===== src/rtl/lzan_pkg.sv =====
package lzan_pkg;

    // Outcome of the one-bit fix-up stage
    typedef enum logic [1:0] {
        FIX_NONE = 2'd0,   // estimate was exact
        FIX_ONE  = 2'd1,   // estimate one short, extra shift applied
        FIX_ZERO = 2'd2    // difference zero, count forced
    } fix_kind_e;

    // Width of a count able to hold 0..w
    function automatic int unsigned count_width(input int unsigned w);
        return $clog2(w + 1);
    endfunction

endpackage


===== src/rtl/lzan_digit_indicator.sv =====
// Carry-free signed-digit leading-position indicator.
// Digit i = a[i] - b[i]. A position is marked when its digit is nonzero and
// the next lower digit is not -1; the highest mark lies at, or one above,
// the true leading one of a - b (a >= b).
module lzan_digit_indicator #(
    parameter int unsigned W = 64
) (
    input  logic [W-1:0] a_i,
    input  logic [W-1:0] b_i,
    output logic [W-1:0] mark_o
);
    logic [W-1:0] nz_digit;
    logic [W-1:0] neg_digit;

    assign nz_digit  = a_i ^ b_i;
    assign neg_digit = ~a_i & b_i;

    for (genvar i = 0; i < W; i++) begin : g_pos
        if (i == 0) begin : g_lsb
            assign mark_o[i] = nz_digit[i];
        end else begin : g_upper
            assign mark_o[i] = nz_digit[i] & ~neg_digit[i-1];
        end
    end
endmodule


===== src/rtl/lzan_lzc.sv =====
// Leading-zero counter; an all-zero input yields W.
module lzan_lzc #(
    parameter int unsigned W  = 64,
    parameter int unsigned CW = $clog2(W + 1)
) (
    input  logic [W-1:0]  vec_i,
    output logic [CW-1:0] count_o
);
    always_comb begin
        logic found;
        found   = 1'b0;
        count_o = CW'(W);
        for (int i = W - 1; i >= 0; i--) begin
            if (!found && vec_i[i]) begin
                found   = 1'b1;
                count_o = CW'(W - 1 - i);
            end
        end
    end
endmodule


===== src/rtl/lzan_shifter.sv =====
// Logarithmic left shifter, one stage per count bit.
module lzan_shifter #(
    parameter int unsigned W  = 64,
    parameter int unsigned CW = $clog2(W + 1)
) (
    input  logic [W-1:0]  data_i,
    input  logic [CW-1:0] amt_i,
    output logic [W-1:0]  data_o
);
    logic [W-1:0] stage [CW+1];

    assign stage[0] = data_i;

    for (genvar k = 0; k < CW; k++) begin : g_stage
        localparam int unsigned STEP = 1 << k;
        if (STEP >= W) begin : g_flush
            assign stage[k+1] = amt_i[k] ? '0 : stage[k];
        end else begin : g_shift
            assign stage[k+1] = amt_i[k] ? {stage[k][W-1-STEP:0], {STEP{1'b0}}}
                                         : stage[k];
        end
    end

    assign data_o = stage[CW];
endmodule


===== src/rtl/lzan_fixup.sv =====
// One-bit correction after the predicted shift.
module lzan_fixup #(
    parameter int unsigned W  = 64,
    parameter int unsigned CW = $clog2(W + 1)
) (
    input  logic [W-1:0]        shifted_i,
    input  logic [CW-1:0]       est_i,
    input  logic                zero_i,
    output logic [W-1:0]        mant_o,
    output logic [CW-1:0]       count_o,
    output lzan_pkg::fix_kind_e kind_o
);
    import lzan_pkg::*;

    always_comb begin
        if (zero_i) begin
            kind_o  = FIX_ZERO;
            mant_o  = '0;
            count_o = CW'(W);
        end else if (!shifted_i[W-1]) begin
            kind_o  = FIX_ONE;
            mant_o  = {shifted_i[W-2:0], 1'b0};
            count_o = est_i + CW'(1);
        end else begin
            kind_o  = FIX_NONE;
            mant_o  = shifted_i;
            count_o = est_i;
        end
    end
endmodule


===== src/rtl/lzan_normalizer.sv =====
module lzan_normalizer #(
    parameter int unsigned W  = 64,
    parameter int unsigned CW = lzan_pkg::count_width(W)
) (
    input  logic          clk,
    input  logic          rst,
    input  logic          in_valid,
    input  logic [W-1:0]  op_big,
    input  logic [W-1:0]  op_small,
    output logic          out_valid,
    output logic [W-1:0]  norm_mant,
    output logic [CW-1:0] shift_total,
    output logic [CW-1:0] shift_est,
    output logic          is_zero
);
    import lzan_pkg::*;

    localparam logic [CW-1:0] FULL_SHIFT = CW'(W);

    // Carry-propagate difference, in parallel with the prediction path
    logic [W-1:0]  diff;
    logic          diff_zero;
    assign diff      = op_big - op_small;
    assign diff_zero = (diff == '0);

    // Prediction path
    logic [W-1:0]  marks;
    logic [CW-1:0] est_cnt;

    lzan_digit_indicator #(.W(W)) u_ind (
        .a_i    (op_big),
        .b_i    (op_small),
        .mark_o (marks)
    );

    lzan_lzc #(.W(W), .CW(CW)) u_lzc (
        .vec_i   (marks),
        .count_o (est_cnt)
    );

    // Shift the true difference by the estimate
    logic [W-1:0] shifted;

    lzan_shifter #(.W(W), .CW(CW)) u_shift (
        .data_i (diff),
        .amt_i  (est_cnt),
        .data_o (shifted)
    );

    // Fix-up
    logic [W-1:0]  fix_mant;
    logic [CW-1:0] fix_cnt;
    fix_kind_e     fix_kind;

    lzan_fixup #(.W(W), .CW(CW)) u_fix (
        .shifted_i (shifted),
        .est_i     (est_cnt),
        .zero_i    (diff_zero),
        .mant_o    (fix_mant),
        .count_o   (fix_cnt),
        .kind_o    (fix_kind)
    );

    always_ff @(posedge clk) begin
        if (rst) begin
            out_valid   <= 1'b0;
            norm_mant   <= '0;
            shift_total <= '0;
            shift_est   <= '0;
            is_zero     <= 1'b0;
        end else begin
            out_valid <= in_valid;
            if (in_valid) begin
                norm_mant   <= fix_mant;
                shift_total <= fix_cnt;
                shift_est   <= est_cnt;
                is_zero     <= (fix_kind == FIX_ZERO);
            end
        end
    end

    // Assertions
    assert_reset_clear_R1: assert property (@(posedge clk)
        rst |=> (!out_valid && norm_mant == '0 && !is_zero));

    assert_latency_R2: assert property (@(posedge clk) disable iff (rst)
        in_valid |=> out_valid);

    assert_msb_set_R4: assert property (@(posedge clk) disable iff (rst)
        (out_valid && !is_zero) |-> norm_mant[W-1]);

    assert_est_window_R6: assert property (@(posedge clk) disable iff (rst)
        (out_valid && !is_zero) |->
        (shift_total == shift_est || shift_total == shift_est + CW'(1)));

    assert_zero_result_R7: assert property (@(posedge clk) disable iff (rst)
        (out_valid && is_zero) |->
        (norm_mant == '0 && shift_total == FULL_SHIFT && shift_est == FULL_SHIFT));

    assert_hold_idle_R8: assert property (@(posedge clk) disable iff (rst)
        !in_valid |=> (!out_valid && $stable(norm_mant) && $stable(shift_total)
                       && $stable(shift_est) && $stable(is_zero)));
endmodule


===== config.mk =====
export PLATFORM = sky130hd
export DESIGN_NAME = lzan_normalizer
export DESIGN_NICKNAME = d
export VERILOG_FILES = /design/src/rtl/lzan_pkg.sv /design/src/rtl/lzan_digit_indicator.sv /design/src/rtl/lzan_lzc.sv /design/src/rtl/lzan_shifter.sv /design/src/rtl/lzan_fixup.sv /design/src/rtl/lzan_normalizer.sv
export SDC_FILE = /design/constraint.sdc
export NUM_CORES = 1
export LEC_CHECK = 0
export ABC_AREA = 1
export BUFFER_PORTS_ARGS = -buffer_cell sky130_fd_sc_hd__buf_2
export CORE_UTILIZATION = 60
export DETAILED_ROUTE_END_ITERATION = 16
export PLACE_DENSITY = 0.81
export SLEW_MARGIN = 20
export SYNTH_ARGS = -nofsm -noshare
export SYNTH_HDL_FRONTEND = slang
export SYNTH_SLANG_ARGS = --single-unit

===== constraint.sdc =====
create_clock -name clk -period 17.2 [get_ports clk]
set_input_delay 3.44 -clock clk [delete_from_list [all_inputs] [get_ports clk]]
set_output_delay 3.44 -clock clk [all_outputs]
set_load 0.01 [all_outputs]

==> flow_metrics.tcl <==
set metrics [dict create \
    crit_start "op_big[60]" \
    cp_common_cell "nor2_1" \
    crit_path_end_kind "register" \
    hold_slack_ns 0.459 \
    critPathRequiredTime_ns 17.38 \
    antenna_cells 0 \
    finalWirelength_um 45900 \
    yosysMostFrequentCell "nand3_1" \
    final_layout_size_suffix_gt1_share_pct 12.3 \
    cts_made_buffers 9 \
    cts_tree "built" \
    vias 17249 \
    pwr-share-clk_pct 14.9 \
    yosys_warnings 0 \
    worstReg2RegEnd "shift_est[1]" \
    n_fill_cell 2247 \
    setup_violations 0 \
    fp.dieH_um 156 \
    grt_pass1_wl_um 76000 \
    cts_max_level 3 \
    critPathMaxStageDelay_ns 0.78 \
    firstDrtPassIters 6 \
    clock_path_buffers 2 \
    critPathSlowestCell "nor2_4" \
    fmax_mhz 85.1 \
    min_path_type "register to register" \
    min-delay-start "norm_mant[7]" \
    outcome "complete, no violations" \
    synth-async-reset-ratio_pct 0 \
    critPathLaunchType "input pin" \
    ys_seq_elements 80 \
    grt_max_degree 81 \
    track_usage_pct 38.1 \
    drc 0 \
    cts_setup_buffers 0 \
    switchingPower_mw 0.711 \
    tightest_slew_ns 0.997 \
    rsz0062_at_grt "false" \
    maxSlewHeadroom_pct 33.4 \
    ys_top_cells_by_count "664 x nand3_1, 515 x nand2_1, 317 x inv_1, 156 x a21oi_1, 137 x nor2_1" \
    synth-main-ff-cell "dfxtp_1" \
    p_seq_share_pct 17.9 \
    regToRegSetupSlack_ns 16.41 \
    switching_share_pct 52.6 \
    grt_overflow 0 \
    hold_buffers 0 \
    synth_area_sq_um 14200 \
    synth.area.top_cells "nand3_1 23%, nand2_1 14%, dfxtp_1 11%" \
    die_x_um 156 \
    rr_startpoint "shift_est[1]" \
    finalClockSkew_ns 0 \
    p_comb_share_pct 67.2 \
    grt_antenna_before_repair 0 \
    yosysSeqAreaShare_pct 11.3 \
    drt-initial-drc-count 1974 \
    insertion_delay_ns 0.34 \
    power.internal_mw 0.642 \
    synth-edff-count 0 \
    grt_pass1_vias 15921 \
    setup-tns-final_ns 0 \
    synth_top_area_share_pct 23.4 \
    synth_nets 2755 \
    worstPathMaxFanout 77 \
    cts_root_buf "clkbuf_16" \
    hpwl_um 35600 \
    fin_crit_ns 11.75 \
    critPathCapture "norm_mant[43]" \
    start_util_pct 61.8 \
    syn_inst 2497 \
    maxCapViolCount 0 \
    vias_per_cell 5.92 \
    synth_cell_types 56 \
    core-area_sq_um 22900 \
    fin_crit_sh_pct 68.3 \
    dieArea_sq_um 24200 \
    synth_area_per_cell_sq_um 5.68 \
    slew_violations 0 \
    fin_nets 2856 \
    portBuffers 210 \
    ir_drop_mv 0.0584 \
    rr_worst_depth 4 \
    critPathKind "input pin to register" \
    gp_congestion 0.971 \
    synthToLayoutAreaGrowth_pct 8.61 \
    clkTransAtPathRegs_ns 0.06 \
    place_inst 2900 \
    drt.antenna.violating_nets 0 \
    yosysTopAreaCell "nand3_1" \
    power_density_nw_per_um2 87.9 \
    critPathArrivalTime_ns 11.93 \
    io-pin-count 211 \
    num_rows 55 \
    wire_per_inst_um 15.8 \
    cts_sinks 80 \
    postCtsResizedCells 0 \
    p_leak_nw 8.42 \
    hold_viol 0 \
    instances_no_fill 2915 \
]
-- power groups by stage --
stage	logic [mW]	clock network (mW)	registers, mW
global route	1.01	0.211	0.246
floorplan	0.640	0	0.260
detailed placement	0.884	0	0.245
finish	0.910	0.201	0.242
global placement	0.871	0	0.244
CTS	0.891	0.203	0.242
-- layer usage --
layer  wire length (um)  vias up  share of wire [%]  global-route usage, %
met5                  0        -                  0                      0
met3               3160      116                6.9                   5.42
met1              18700     7821                 41                   45.6
met2              22300      755                 48                   68.1
li1                   -     8557                  -                      -
met4               1830        0                4.0                   15.7
-- state kept, by name (all words and copies together) (netlist names) --
name / flops
shift_est: 7
norm_mant: 64
out_valid: 1
shift_total: 7
is_zero: 1
-- final cells by class --
| type | instances | area (sq um) | area share [%] |
|---|---|---|---|
| timing repair buffer | 224 | 1160 | 7.51 |
| clock inverter | 5 | 81.3 | 0.528 |
| sequential | 80 | 1600 | 10.4 |
| inverter | 332 | 1250 | 8.11 |
| multi-input combinational | 1951 | 10700 | 69.4 |
| clock buffer | 10 | 229 | 1.49 |
| tap | 313 | 392 | 2.54 |
-- worst min path at each step --
stage / endpoint / slack (ns) / cells after the start
CTS: norm_mant[12] / 0.46 / 2
floorplan: norm_mant[0] / 0.49 / 2
global placement: norm_mant[14] / 0.45 / 2
detailed placement: norm_mant[12] / 0.45 / 2
finish: norm_mant[7] / 0.46 / 2
global route: norm_mant[30] / 0.48 / 2
-- kinds of logic (layout without fill, tap and decap cells) --
group,count (synthesis),count (layout),synth area share (%)
fa+ha+maj,127,127,11.3
buf+inv,466,571,13.4
compound gates,253,253,9.97
flops,80,80,11.3
xor+xnor,63,63,3.89
simple gates,1508,1508,50.2
-- through the flow --
step	setup WS, ns	power (mW)	area (sq um)	utilization [%]
global route	4.60	1.47	15400	67.2
floorplan	8.10	0.900	14200	-
CTS	5.75	1.34	15400	67.2
finish	5.45	1.35	15400	67.2
detailed placement	5.50	1.13	15100	65.8
global placement	5.70	1.12	15100	65.8
-- layout by cell type, fill, tap and decap left out, types with 3 or more instances in the layout --
master	count
dfxtp_1	80
a21boi_1	11
nand2_1	513
nor2_2	14
ha_1	126
nand4_1	82
or2_2	22
inv_2	13
nand2_2	3
a41o_1	3
nand3_1	664
xor2_1	45
inv_1	316
xnor2_1	18
nor4_1	9
nor2_1	137
nor3_1	31
o2111ai_1	3
buf_2	210
a211oi_1	3
a21oi_1	156
buf_4	14
nand4_2	15
o21ai_1	16
o211ai_1	3
o21ai_0	34
nand3_4	3
clkbuf_16	9
o21bai_1	5
nor2_4	5
-- critical path: cells and delay by family --
kind	cells	cell delay, ns
simple gates	45	7.01
buf+inv	5	0.87
fa+ha+maj	1	0.41
compound gates	1	0.10
(Power assumes the default switching activity.)
